## config.mk

```make
export PLATFORM = sky130hd
export DESIGN_NAME = keyed_watchdog
export DESIGN_NICKNAME = d
export VERILOG_FILES = /design/src/rtl/kwd_pkg.sv /design/src/rtl/kwd_prescaler.sv /design/src/rtl/kwd_counter.sv /design/src/rtl/kwd_regs.sv /design/src/rtl/keyed_watchdog.sv
export SDC_FILE = /design/constraint.sdc
export NUM_CORES = 1
export LEC_CHECK = 0
export BUFFER_PORTS_ARGS = -buffer_cell sky130_fd_sc_hd__buf_2
export CORE_AREA = 2 2 109 111
export DETAILED_ROUTE_END_ITERATION = 12
export DIE_AREA = 0 0 111 113
export GPL_ROUTABILITY_DRIVEN = 0
export PLACE_DENSITY = 0.64
export SYNTH_ARGS = -nofsm -noshare
export SYNTH_HDL_FRONTEND = slang
export SYNTH_SLANG_ARGS = --single-unit
```

## constraint.sdc

```tcl
create_clock -name clk -period 2.8 [get_ports clk]
set_input_delay 0.56 -clock clk [delete_from_list [all_inputs] [get_ports clk]]
set_output_delay 0.56 -clock clk [all_outputs]
set_load 0.05 [all_outputs]
```

## src/rtl/kwd_pkg.sv

```systemverilog
package kwd_pkg;

    localparam int CNT_W  = 32;
    localparam int ADDR_W = 5;

    localparam logic [ADDR_W-1:0] OFS_COUNT   = 5'h00;
    localparam logic [ADDR_W-1:0] OFS_RELOAD  = 5'h04;
    localparam logic [ADDR_W-1:0] OFS_RESTART = 5'h08;
    localparam logic [ADDR_W-1:0] OFS_CTRL    = 5'h0C;
    localparam logic [ADDR_W-1:0] OFS_STATUS  = 5'h10;

    localparam logic [31:0] RESTART_KEY = 32'h0000_4755;

    typedef enum logic [1:0] {
        SCOPE_SOC  = 2'd0,
        SCOPE_CHIP = 2'd1,
        SCOPE_CPU  = 2'd2,
        SCOPE_RSVD = 2'd3
    } scope_e;

    typedef struct packed {
        logic   alt_boot;  // bit 7
        scope_e scope;     // bits 6:5
        logic   tick_sel;  // bit 4
        logic   ext_en;    // bit 3
        logic   irq_en;    // bit 2
        logic   rst_en;    // bit 1
        logic   run;       // bit 0
    } ctrl_t;

    typedef struct packed {
        logic alt_hit;     // bit 1
        logic tmo_hit;     // bit 0
    } status_t;

    function automatic logic is_restart_key(input logic [ADDR_W-1:0] a,
                                            input logic [31:0] d);
        return (a == OFS_RESTART) && (d == RESTART_KEY);
    endfunction

endpackage

```

## src/rtl/kwd_prescaler.sv

```systemverilog
module kwd_prescaler #(
    parameter int DIV = 50
) (
    input  logic clk,
    input  logic rst,
    output logic tick
);
    localparam int PW = (DIV > 2) ? $clog2(DIV) : 1;
    localparam logic [PW-1:0] LAST = PW'(DIV - 1);

    logic [PW-1:0] phase;

    always_ff @(posedge clk) begin
        if (rst) begin
            phase <= '0;
        end else if (phase == LAST) begin
            phase <= '0;
        end else begin
            phase <= phase + 1'b1;
        end
    end

    assign tick = (phase == LAST);

    AST_TICK_SINGLE: assert property (@(posedge clk) disable iff (rst)
        tick |=> !tick);

endmodule

```

## src/rtl/kwd_counter.sv

```systemverilog
module kwd_counter
    import kwd_pkg::*;
(
    input  logic             clk,
    input  logic             rst,
    input  logic             tick,
    input  logic             run,
    input  logic             key_hit,
    input  logic [CNT_W-1:0] reload,
    output logic [CNT_W-1:0] count,
    output logic             expire
);
    logic at_zero;
    assign at_zero = (count == '0);

    always_ff @(posedge clk) begin
        if (rst) begin
            count  <= '0;
            expire <= 1'b0;
        end else begin
            expire <= 1'b0;
            if (key_hit) begin
                count <= reload;
            end else if (run && tick) begin
                if (at_zero) begin
                    count  <= reload;
                    expire <= 1'b1;
                end else begin
                    count <= count - 1'b1;
                end
            end
        end
    end

    AST_KEY_RELOAD: assert property (@(posedge clk) disable iff (rst)
        key_hit |=> count == $past(reload));
    AST_FROZEN: assert property (@(posedge clk) disable iff (rst)
        (!run && !key_hit) |=> $stable(count));
    AST_STEP_DOWN: assert property (@(posedge clk) disable iff (rst)
        (run && tick && !key_hit && count != '0) |=> count == $past(count) - 1'b1);
    AST_EXPIRE_SINGLE: assert property (@(posedge clk) disable iff (rst)
        expire |=> !expire);

endmodule

```

## src/rtl/kwd_regs.sv

```systemverilog
module kwd_regs
    import kwd_pkg::*;
(
    input  logic              clk,
    input  logic              rst,
    input  logic              wr_en,
    input  logic [ADDR_W-1:0] addr,
    input  logic [31:0]       wdata,
    input  logic [CNT_W-1:0]  count,
    input  logic              expire,
    output ctrl_t             ctrl,
    output logic [CNT_W-1:0]  reload,
    output logic              key_hit,
    output logic [31:0]       rdata,
    output logic              irq,
    output logic              rst_req,
    output logic [1:0]        rst_scope,
    output logic              ext_evt
);
    status_t status;
    logic    ctrl_wr, reload_wr, status_wr;
    status_t clr;

    assign ctrl_wr   = wr_en && (addr == OFS_CTRL);
    assign reload_wr = wr_en && (addr == OFS_RELOAD);
    assign status_wr = wr_en && (addr == OFS_STATUS);
    assign key_hit   = wr_en && is_restart_key(addr, wdata);
    assign clr       = status_wr ? status_t'(wdata[1:0]) : status_t'(2'b00);

    always_ff @(posedge clk) begin
        if (rst) begin
            ctrl   <= '0;
            reload <= '0;
            status <= '0;
        end else begin
            if (ctrl_wr)   ctrl   <= ctrl_t'(wdata[7:0]);
            if (reload_wr) reload <= wdata;
            status.tmo_hit <= (status.tmo_hit & ~clr.tmo_hit) | (expire & ctrl.irq_en);
            status.alt_hit <= (status.alt_hit & ~clr.alt_hit) | (expire & ctrl.alt_boot);
        end
    end

    always_comb begin
        unique case (addr)
            OFS_COUNT:  rdata = count;
            OFS_RELOAD: rdata = reload;
            OFS_CTRL:   rdata = {24'd0, ctrl};
            OFS_STATUS: rdata = {30'd0, status};
            default:    rdata = '0;
        endcase
    end

    assign irq       = status.tmo_hit;
    assign rst_req   = expire & ctrl.rst_en;
    assign ext_evt   = expire & ctrl.ext_en;
    assign rst_scope = ctrl.scope;

    AST_RST_SINGLE: assert property (@(posedge clk) disable iff (rst)
        rst_req |=> !rst_req);
    AST_EXT_SINGLE: assert property (@(posedge clk) disable iff (rst)
        ext_evt |=> !ext_evt);
    AST_IRQ_HOLD: assert property (@(posedge clk) disable iff (rst)
        (irq && !(status_wr && wdata[0])) |=> irq);
    AST_ALT_HOLD: assert property (@(posedge clk) disable iff (rst)
        (status.alt_hit && !(status_wr && wdata[1])) |=> status.alt_hit);

endmodule

```

## src/rtl/keyed_watchdog.sv

```systemverilog
module keyed_watchdog
    import kwd_pkg::*;
#(
    parameter int CLK_HZ  = 50_000_000,
    parameter int TICK_HZ = 1_000_000
) (
    input  logic        clk,
    input  logic        rst,
    input  logic        wr_en,
    input  logic [4:0]  addr,
    input  logic [31:0] wdata,
    output logic [31:0] rdata,
    output logic        irq,
    output logic        rst_req,
    output logic [1:0]  rst_scope,
    output logic        ext_evt
);
    localparam int DIV = CLK_HZ / TICK_HZ;

    logic             tick;
    logic             key_hit;
    logic             expire;
    logic [CNT_W-1:0] count;
    logic [CNT_W-1:0] reload;
    ctrl_t            ctrl;

    kwd_prescaler #(.DIV(DIV)) u_pre (
        .clk  (clk),
        .rst  (rst),
        .tick (tick)
    );

    kwd_counter u_cnt (
        .clk     (clk),
        .rst     (rst),
        .tick    (tick),
        .run     (ctrl.run),
        .key_hit (key_hit),
        .reload  (reload),
        .count   (count),
        .expire  (expire)
    );

    kwd_regs u_regs (
        .clk       (clk),
        .rst       (rst),
        .wr_en     (wr_en),
        .addr      (addr),
        .wdata     (wdata),
        .count     (count),
        .expire    (expire),
        .ctrl      (ctrl),
        .reload    (reload),
        .key_hit   (key_hit),
        .rdata     (rdata),
        .irq       (irq),
        .rst_req   (rst_req),
        .rst_scope (rst_scope),
        .ext_evt   (ext_evt)
    );

endmodule

```

**Word level (Yosys, flattened, before mapping)**

Index checks and enable logic that the tools add are counted.

- Memories: 0
- Word-level logic and storage cells: 49
- ROM bits: 0
- Input bits: 40
- Bits in writable memories: 0
- Flip-flop bits (word level): 81
- Bits in latches: 0

- Shifts and indexed selects: 0
- Reduce and logical (&&, ||, !) cells: 11
- $lt $le $gt $ge: 0
- Muxes and demuxes: 6
- Equality and inequality tests: 6
- Multiply operators: 0
- Bitwise gates (word level): 11
- Add/subtract/negate cells: 2
- Div/mod/pow operators: 0

Operator list:

| operator | number |
|---|---|
| $pmux 32 s4 | 1 |
| $mux 32 | 3 |
| $eq 32x15->1 const B | 1 |
| $logic_not 32->1 | 1 |
| $sub 32x1->32 const B | 1 |
| $eq 5x4->1 const B | 2 |
| $add 6x1->6 const B | 1 |
| $and 1x1->1 | 6 |
| $eq 6x6->1 const B | 1 |
| $logic_and 1x1->1 | 6 |
| $eq 5x3->1 const B | 1 |
| $eq 5x5->1 const B | 1 |
| $logic_not 5->1 | 1 |
| $not 1->1 | 3 |
| $reduce_or 3->1 | 1 |
| $mux 2 | 1 |
| $or 1x1->1 | 2 |
| $reduce_bool 2->1 | 1 |
| $reduce_or 2->1 | 1 |
| $mux 1 | 1 |

**Longest topological paths before layout**

Gate-level depths: netlist of run 1.

- Depth after elaboration: 6
- Gate-level depth with buffers: 10
- Mapped depth without buffers: 8

**Cells and area by module**

Synthesis of run 1 repeated with hierarchy kept, for this count alone.

- Cell total of the unflattened synthesis: 566
- Area total of the unflattened synthesis: 5053.6 µm²

Modules (own cells, without submodules):

| module | area an instance (µm²) | seq. area each (µm²) | cells an instance | times used |
|---|---|---|---|---|
| kwd_regs | 2606.2 | 840.8 | 251 | 1 |
| kwd_counter | 2192.1 | 660.6 | 288 | 1 |
| kwd_prescaler | 255.2 | 120.1 | 27 | 1 |

**Least setup slack after synthesis of run 1**

Ideal clock, no wire load.

- Kind: input to output
- Start point: in addr[2]
- End point: out rdata[1]
- Stages on the path: 5
- Buffers on the path: 2
- Arrival: 2.522 ns
- Path slack: -0.282 ns
- Cell sequence: buf_1 and2_1 clkbuf_1 a21oi_1 o21ai_0

- Cells in the longest elaborated chain, start to end: 2
- Elaborated cells between the ends (all ways): 5
- Classes of those cells: eq/ne (3); mux (1); reduce/logical (1)

RTL lines:

| element | RTL line | RTL |
|---|---|---|
| from (decl) | keyed_watchdog.sv:10 | `input logic [4:0] addr,` |
| $eq 5x5->1 (tied with other cells) | kwd_regs.sv:44 | `unique case (addr)` |
| $pmux 32 s4 (*) | kwd_regs.sv:44 |  |
| to (decl) | keyed_watchdog.sv:12 | `output logic [31:0] rdata,` |

Every way passes the cells marked *; elsewhere a longest branch is shown, timed or not.

**Final worst setup path of run 1**

- Start point: reg u_cnt.count[5]
- End point: reg u_cnt.count[23]

- Cells in the longest elaborated chain, start to end: 4
- Elaborated cells between the ends (all ways): 5
- Classes of those cells: add/sub (1); mux (3); reduce/logical (1)

RTL lines:

| element | RTL line | RTL |
|---|---|---|
| from (decl) | kwd_counter.sv:10 | `output logic [CNT_W-1:0] count,` |
| from (signal assigned) | kwd_counter.sv:23 | `count <= reload;` |
| from (signal assigned) | kwd_counter.sv:26 | `count <= reload;` |
| from (signal assigned) | kwd_counter.sv:29 | `count <= count - 1'b1;` |
| $sub 32x1->32 or $logic_not 32->1 (tied branches) | kwd_counter.sv:29, kwd_counter.sv:14 |  |
| $mux 32 (*) | kwd_counter.sv:25 | `if (at_zero) begin` |
| $mux 32 (*) | kwd_counter.sv:24 | `end else if (run && tick) begin` |
| $mux 32 (*) | kwd_counter.sv:22 | `if (key_hit) begin` |

Every way passes the cells marked *; elsewhere a longest branch is shown, timed or not. The select of a mux whose other input is x is not followed.
A chain may end at the register's enable or synchronous reset.

==> flow_summary.ini, run 1 <==
[cts]
cts_tree = built
clk_pin_slew_ps = 60
h-tree-depth = 3
root_buffer = clkbuf_16
post-cts-setup-buffers = 0
clk_latency_ps = 350
cts_resized = 0
cts_buffers = 9
clock-sinks = 81
clk_path_buf_depth = 2
hold_buffers = 0

[pwr]
pwr-share-clk_pct = 45.8
power.leakage_nw = 2.399
intPower_mw = 1.818
max-vdd-ir-drop_mv = 0.2568
combinationalPowerShare_pct = 5.0
p_sw_share_pct = 23.44
p_per_area_mw_per_mm2 = 432.6
p_total_mw = 2.375
seqPwrFrac_pct = 49.2
switchingPower_uw = 556.5

[place]
placed_cells = 784
dp_hpwl_mm = 11.11
placed_cell_area_mm2 = 0.005211
port-buffer-count = 76
dp_slack_ps = 127.2

[timing]
hold_violations = 0
setup_viol = 0
worst_slew_pin_slew_ps = 906.0
rsz0062_at_grt = false
min_period_over_period_pct = 93.19
slew_viol_final = 0
hold_slack_ps = 463.4
fin_ws_ps = 190.6
setup-tns-final_ps = 0
min_period_ps = 2609
fmax_mhz = 383.2
finClkSkew_ps = 4.140
relSlewSlack_pct = 39.54

[layout]
layout-drive-gt1-share_pct = 26.29
mostFrequentLayoutCells = nand2_1, dfxtp_1, buf_2
final_util_pct = 48.70
final_common_cell = nand2_1
final_nets = 698
areaGrowthSynthToFinish_pct = 23.26
num_antenna_cells = 0
final_area_mm2 = 0.005489
stdcell_count = 801

[logic_synthesis]
async_flop_share_pct = 0
synth.distinct_cells = 66
synth_area_mm2 = 0.004453
yosysSeqAreaShare_pct = 36.41
synthCells = 563
synth_nets = 607
synth-warning-count = 0
synth-edff-count = 0
avgSynthCellArea_um2 = 7.909
ys.flop_type = dfxtp_1
ys_seq_elements = 81

[setup_path]
r2r_cells = 6
arrival_ps = 2870
crit_chain = or4_1, or4_1, nor4_1, a21o_1, mux2i_1, a311oi_1
required_ps = 3060
path_buf_inv = 0
worst_setup_path_start_kind = register
worst-path-max-fanout = 9
worst_path_most_repeated_cell = or4_1
end_kind = register
path_class = reg2reg
crit_slowest_cell = or4_1
crit_family = simple AND/OR/NAND/NOR gates
worst_path_largest_cell_delay_ps = 700
crit_cells = 6

[outcome]
outcome = finished clean

[drt]
avgRoutedWirePerCell_um = 18.90
drt_pass1_iterations = 5
vias = 4850
drcViolationCount = 0
viasPerCell = 6.055
ant_nets = 0
routed_wl_mm = 15.14
initialDrtViolationCount = 514

[grt]
antenna_found_initial = 0
grt_pass1_vias = 4494
grtUsageTotal_pct = 23.87
overflow = 0
grt_first_pass_wirelength_mm = 23.61
grt_max_degree = 53

[floorplanning]
die_w_um = 111
ios = 77
die_area_mm2 = 0.01254
fp-row-count = 39
core_area_mm2 = 0.01127
dieHeight_um = 113
initial_core_util_pct = 39.50

[hold_path]
hold_class = in2reg
holdPathStages = 3

[flow_run]
drv_cap = 0
-- tightest hold or removal path, stage by stage --
cell and delay [ps]:
buf_2 100, nand2_1 50, a21oi_1 50
-- registers in the layout, indices dropped and copies added, names as in the netlist --
register	flops
u_cnt.count	32
u_cnt.expire	1
u_pre.phase	6
u_regs.ctrl	6
u_regs.irq	1
u_regs.reload	32
u_regs.rst_scope	2
u_regs.status	1
-- cell usage after synthesis, types with 6 or more instances --
cell type | number | area share, %
nand3_1 | 23 | 2.6
nor3_1 | 27 | 3.0
o21ai_0 | 23 | 2.6
or4_1 | 6 | 1.0
dfxtp_1 | 81 | 36
nor2_1 | 55 | 4.6
mux2i_1 | 19 | 4.3
a311oi_1 | 7 | 1.4
nand4_1 | 7 | 0.98
nand2_1 | 86 | 7.2
or3_1 | 7 | 0.98
nor4b_1 | 8 | 1.6
clkbuf_1 | 30 | 2.5
a22o_1 | 29 | 5.7
nor4_1 | 10 | 1.4
a21oi_1 | 49 | 5.5
-- final cells by class --
cell class                 count  area, um^2
clock buffer                  11       242.7
clock inverter                 4       20.02
fill                        1104        5783
inverter                       4       15.01
multi-input combinational    437        2655
sequential                    81        1622
tap                          143       178.9
timing repair buffer         121       755.7
-- metal layers --
layer / GRT usage [%] / share of wire, % / vias to the layer above / wire, um
met3: 5.731 / 10 / 41 / 1510
met2: 35.05 / 43 / 269 / 6560
met1: 32.76 / 43 / 2272 / 6553
li1: - / - / 2268 / -
met5: 0 / 0 / - / 0
met4: 12.08 / 3.4 / 0 / 515
-- power groups by stage --
stage / clock network (mW) / registers (mW) / logic [mW]
3_5_place_dp: 0 / 1.19 / 0.116
6_report: 1.09 / 1.17 / 0.118
3_3_place_gp: 0 / 1.19 / 0.115
5_1_grt: 1.15 / 1.17 / 0.128
4_1_cts: 1.10 / 1.17 / 0.117
2_1_floorplan: 0 / 1.19 / 0.0551
-- cell families after synthesis --
family	after synthesis	synth area share [%]
xor+xnor	4	0.7869
fa+ha+maj	4	1.124
mux	21	4.777
flops	81	36.41
buf+inv	45	4.608
compound gates	150	23.01
simple gates	258	29.28
-- path summary, 6_finish.rpt --
path | from | endpoint | slack (ps)
setup reg to reg | u_cnt.count[5]$_SDFFE_PP0P_ | u_cnt.count[23]$_SDFFE_PP0P_ | 190
hold reg to reg | u_pre.phase[0]$_SDFF_PP0_ | u_pre.phase[0]$_SDFF_PP0_ | 470
setup / recovery | u_cnt.count[5]$_SDFFE_PP0P_ | u_cnt.count[23]$_SDFFE_PP0P_ | 190
hold / removal | wdata[8] | u_regs.reload[8]$_SDFFE_PP0P_ | 460
Power figures use the tool's default switching activity.
==> inputs of run 2 (changes only) <==
--- a/config.mk
+++ b/config.mk
@@ -6,11 +6,11 @@
 export NUM_CORES = 1
 export LEC_CHECK = 0
 export BUFFER_PORTS_ARGS = -buffer_cell sky130_fd_sc_hd__buf_2
-export CORE_AREA = 2 2 109 111
+export CORE_AREA = 2 2 125 127
 export DETAILED_ROUTE_END_ITERATION = 12
-export DIE_AREA = 0 0 111 113
+export DIE_AREA = 0 0 127 129
 export GPL_ROUTABILITY_DRIVEN = 0
-export PLACE_DENSITY = 0.64
+export PLACE_DENSITY = 0.51
 export SYNTH_ARGS = -nofsm -noshare
 export SYNTH_HDL_FRONTEND = slang
 export SYNTH_SLANG_ARGS = --single-unit
==> flow_summary.ini, run 2 (synthesis gave the netlist of run 1 again) <==
[outcome]
outcome = finished clean

[drt]
routed_wl_mm = 16.21
initialDrtViolationCount = 323
drt_pass1_iterations = 5
drcViolationCount = 0
avgRoutedWirePerCell_um = 19.18
vias = 4771
viasPerCell = 5.646
ant_nets = 0

[setup_path]
worst-path-max-fanout = 9
path_buf_inv = 0
crit_slowest_cell = or4_1
required_ps = 3050
regToRegStartpoint = u_cnt.count[5]$_SDFFE_PP0P_
crit_chain = or4_1, or4_1, nor4_1, a21o_1, mux2i_1, a311oi_1
arrival_ps = 2970
critical_path.startpoint = u_cnt.count[5]$_SDFFE_PP0P_
worst_path_largest_cell_delay_ps = 720
worst_setup_path_start_kind = register
worst_path_most_repeated_cell = or4_1
crit_family = simple AND/OR/NAND/NOR gates
path_class = reg2reg
end_kind = register

[layout]
num_antenna_cells = 0
layout-drive-gt1-share_pct = 26.33
fill_cells = 1595
mostFrequentLayoutCells = nand2_1, dfxtp_1, buf_2
reg_top3 = u_cnt.count x32, u_regs.reload x32
final_common_cell = nand2_1
areaGrowthSynthToFinish_pct = 25.51
final_nets = 698

[timing]
setup-tns-final_ps = 0
finClkSkew_ps = 7.591
fin_ws_ps = 86.70
slew_viol_final = 0
rsz0062_at_grt = false
relSlewSlack_pct = 44.41
fmax_mhz = 368.6
setup_viol = 0
hold_violations = 0
worst_slew_pin_slew_ps = 832.9
min_period_over_period_pct = 96.90
min_period_ps = 2713

[cts]
h-tree-depth = 3
cts_tree = built
clk_latency_ps = 340
clock-sinks = 81
post-cts-setup-buffers = 0
clk_pin_slew_ps = 60
cts_resized = 0
root_buffer = clkbuf_16
cts_buffers = 9
hold_buffers = 0
clk_path_buf_depth = 2

[pwr]
p_total_mw = 2.543
max-vdd-ir-drop_mv = 0.3155
p_per_area_mw_per_mm2 = 455.0
power.leakage_nw = 2.408

[grt]
antenna_found_initial = 0
grt_max_degree = 53
grtUsageTotal_pct = 19.94
grt_first_pass_wirelength_mm = 25.45
overflow = 0
grt_pass1_vias = 4538

[floorplanning]
ios = 77
fp-row-count = 45
core_area_mm2 = 0.01498
initial_core_util_pct = 29.73
dieHeight_um = 129
die_w_um = 127
die_area_mm2 = 0.01638

[place]
port-buffer-count = 76
dp_slack_ps = 141.6
dp_hpwl_mm = 12.26

[hold_path]
holdCritStartpoint = wdata[23]
hold_class = in2reg

[flow_run]
drv_cap = 0
-- run 2: power breakdown --
group          switching (mW)  internal (mW)  total [mW]
registers             0.00827           1.16        1.17
clock network           0.481          0.772        1.25
logic                  0.0750         0.0462       0.121
-- run 2: cell type report --
class | instances | area (um^2) | share of cell area, %
tap | 188 | 235.2 | 4.209
timing repair buffer | 121 | 755.7 | 13.52
clock inverter | 5 | 81.33 | 1.455
inverter | 4 | 15.01 | 0.2686
clock buffer | 9 | 225.2 | 4.030
multi-input combinational | 437 | 2655 | 47.50
sequential | 81 | 1622 | 29.01
-- run 2: final timing paths --
path,slack [ps],depth (start not counted),end
setup / recovery,90,6,u_cnt.count[23]$_SDFFE_PP0P_
hold / removal,470,3,u_regs.reload[23]$_SDFFE_PP0P_
setup reg to reg,90,6,u_cnt.count[23]$_SDFFE_PP0P_
hold reg to reg,470,1,u_pre.phase[0]$_SDFF_PP0_
-- run 2: worst reg2reg max path, stage by stage, from the launching register on --
cell      delay (ps)
dfxtp_1          320
or4_1            580
or4_1            720
nor4_1           520
a21o_1           190
mux2i_1           60
a311oi_1         240
-- run 2: per-layer routing --
metal	vias up	GRT usage [%]	part of all wire (%)
met4	0	6.723	1.7
met2	191	31.28	45
met3	21	2.994	7.3
li1	2274	-	-
met1	2285	28.10	46
met5	-	0	0
-- run 2: per-stage QoR --
| stage | utilization [%] | std cells | hold WS (ps) | instance area (um^2) |
|---|---|---|---|---|
| after global routing | 37.32 | 845 | 473.6 | 5589 |
| final | 37.32 | 845 | 465.5 | 5589 |
| after detailed placement | 35.27 | 831 | 457.3 | 5283 |
| after CTS | 37.32 | 845 | 454.6 | 5589 |
| after floorplan | - | 563 | 433.7 | 4477 |
| after global placement | 35.27 | 831 | 443.8 | 5283 |
==> inputs of run 3 (changes only) <==
--- a/config.mk
+++ b/config.mk
@@ -6,11 +6,11 @@
 export NUM_CORES = 1
 export LEC_CHECK = 0
 export BUFFER_PORTS_ARGS = -buffer_cell sky130_fd_sc_hd__buf_2
-export CORE_AREA = 2 2 125 127
+export CORE_AREA = 2 2 98 100
 export DETAILED_ROUTE_END_ITERATION = 12
-export DIE_AREA = 0 0 127 129
+export DIE_AREA = 0 0 100 102
 export GPL_ROUTABILITY_DRIVEN = 0
-export PLACE_DENSITY = 0.51
+export PLACE_DENSITY = 0.76
 export SYNTH_ARGS = -nofsm -noshare
 export SYNTH_HDL_FRONTEND = slang
 export SYNTH_SLANG_ARGS = --single-unit
==> flow_summary.ini, run 3 (synthesis gave the netlist of run 1 again) <==
[timing]
relSlewSlack_pct = 24.88
finClkSkew_ps = 12.33
fmax_mhz = 366.9
rsz0062_at_grt = true
min_period_over_period_pct = 97.33
slew_viol_final = 0
setup_viol = 0
fin_ws_ps = 74.70
worst_slew_pin_slew_ps = 1118
min_period_ps = 2725
hold_violations = 0

[layout]
layout-drive-gt1-share_pct = 25.46
mostFrequentLayoutCells = nand2_1, dfxtp_1, buf_2
final-seq-area_mm2 = 0.001622
final_common_cell = nand2_1
areaGrowthSynthToFinish_pct = 19.70
multi_input_area_mm2 = 0.002655
reg_top3 = u_cnt.count x32, u_regs.reload x32
num_antenna_cells = 0
stdcell_count = 763
fill_cells = 820
final_nets = 691
final_area_mm2 = 0.005330

[setup_path]
end_kind = register
worst-path-max-fanout = 9
ff2ff_setup_slack_ps = 70
required_ps = 3040
regToRegStartpoint = u_cnt.count[6]$_SDFFE_PP0P_
r2r_cells = 6
arrival_ps = 2960
path_class = reg2reg
rr_endpoint = u_cnt.count[31]$_SDFFE_PP0P_
worst_setup_path_start_kind = register

[floorplanning]
dieHeight_um = 102
fp-row-count = 35
die_w_um = 100
ios = 77
initial_core_util_pct = 48.89
core_area_mm2 = 0.009109
die_area_mm2 = 0.01020

[hold_path]
holdPathStages = 3
min_to = u_regs.reload[26]$_SDFFE_PP0P_
holdCritStartpoint = wdata[26]
hold_class = in2reg

[pwr]
max-vdd-ir-drop_mv = 0.2758
p_sw_share_pct = 23.88
switchingPower_uw = 515.6
intPower_mw = 1.644
seqPwrFrac_pct = 54.0
pwr-share-clk_pct = 40.4
power.leakage_nw = 2.324
combinationalPowerShare_pct = 5.5
p_per_area_mw_per_mm2 = 405.1
p_total_mw = 2.159

[grt]
antenna_found_initial = 0
overflow = 0
grt_first_pass_wirelength_mm = 22.87
grt_max_degree = 53
grt_pass1_vias = 4481
grtUsageTotal_pct = 28.40

[cts]
post-cts-setup-buffers = 0
clk_path_buf_depth = 2
clock-sinks = 81
h-tree-depth = 3
cts_tree = built
clk_latency_ps = 350
cts_buffers = 9
root_buffer = clkbuf_8
hold_buffers = 0
clk_pin_slew_ps = 80

[drt]
vias = 4860
ant_nets = 0
routed_wl_mm = 14.36
drcViolationCount = 0
avgRoutedWirePerCell_um = 18.82
initialDrtViolationCount = 502
drt_pass1_iterations = 5
viasPerCell = 6.370

[place]
dp_slack_ps = 142.4
dp_hpwl_mm = 10.59
placed_cells = 747
port-buffer-count = 76
placed_cell_area_mm2 = 0.005134

[outcome]
outcome = finished clean

[flow_run]
drv_cap = 0
-- run 3: changes by cell type in the layout (fill, tap and decap cells not counted) --
cell       delta
buf_4         -7
bufinv_16     -1
clkbuf_8     +10
clkbuf_16     -9
clkbuf_1      +2
-- run 3: area by class of cell --
class                   instances  share of cell area, %
inverters                       4                 0.2817
repair buffers                114                  13.19
clock inverters                 4                 0.9624
clock buffers                  12                  2.723
multi-input cells             437                  49.81
well taps                     111                  2.606
flip-flops and latches         81                  30.42
-- run 3: metal layers --
| metal | up-vias | GRT usage [%] | routed length (um) | share of wire [%] |
|---|---|---|---|---|
| met5 | - | 0 | 0 | 0 |
| met4 | 0 | 8.641 | 426 | 3.0 |
| met3 | 47 | 4.720 | 1386 | 9.7 |
| met2 | 299 | 44.23 | 6307 | 44 |
| met1 | 2259 | 40.63 | 6242 | 43 |
| li1 | 2255 | - | - | - |
-- run 3: how the worst max path moves through the flow --
stage,start,endpoint,cells after the start
floorplan,addr[1],rdata[0],5
global placement,u_cnt.count[6]$_SDFFE_PP0P_,u_cnt.count[31]$_SDFFE_PP0P_,6
detailed placement,u_cnt.count[6]$_SDFFE_PP0P_,u_cnt.count[31]$_SDFFE_PP0P_,6
CTS,u_cnt.count[6]$_SDFFE_PP0P_,u_cnt.count[31]$_SDFFE_PP0P_,6
global route,u_cnt.count[6]$_SDFFE_PP0P_,u_cnt.count[23]$_SDFFE_PP0P_,6
finish,u_cnt.count[6]$_SDFFE_PP0P_,u_cnt.count[31]$_SDFFE_PP0P_,6
-- run 3: worst max-delay path: stages (launching register included) --
cell and delay [ps]:
dfxtp_1 360, or4_1 570, or4_1 690, nor2_1 360, nand4_1 160, mux2_2 290
a22o_1 170
-- run 3: power by group through the flow --
| stage | clock network, mW | logic, mW | registers, mW |
|---|---|---|---|
| after floorplan | 0 | 0.0551 | 1.19 |
| after global placement | 0 | 0.114 | 1.19 |
| after detailed placement | 0 | 0.117 | 1.19 |
| after CTS | 0.886 | 0.117 | 1.17 |
| after global routing | 0.926 | 0.128 | 1.17 |
| final | 0.873 | 0.119 | 1.17 |
-- run 3: timing repair --
item / CTS / global route
endpoints found under the setup margin: 0 / 2
hold endpoints to repair: 0 / 0
gates resized for setup: 0 / 0
-- run 3: per-stage QoR --
stage | util (%) | TNS, ps | hold WS, ps
2_1_floorplan | - | 0 | 433.7
3_3_place_gp | 56.36 | 0 | 449.3
3_5_place_dp | 56.36 | 0 | 464.9
4_1_cts | 58.52 | 0 | 442.6
5_1_grt | 58.52 | -25.61 | 452.0
6_report | 58.52 | 0 | 457.0
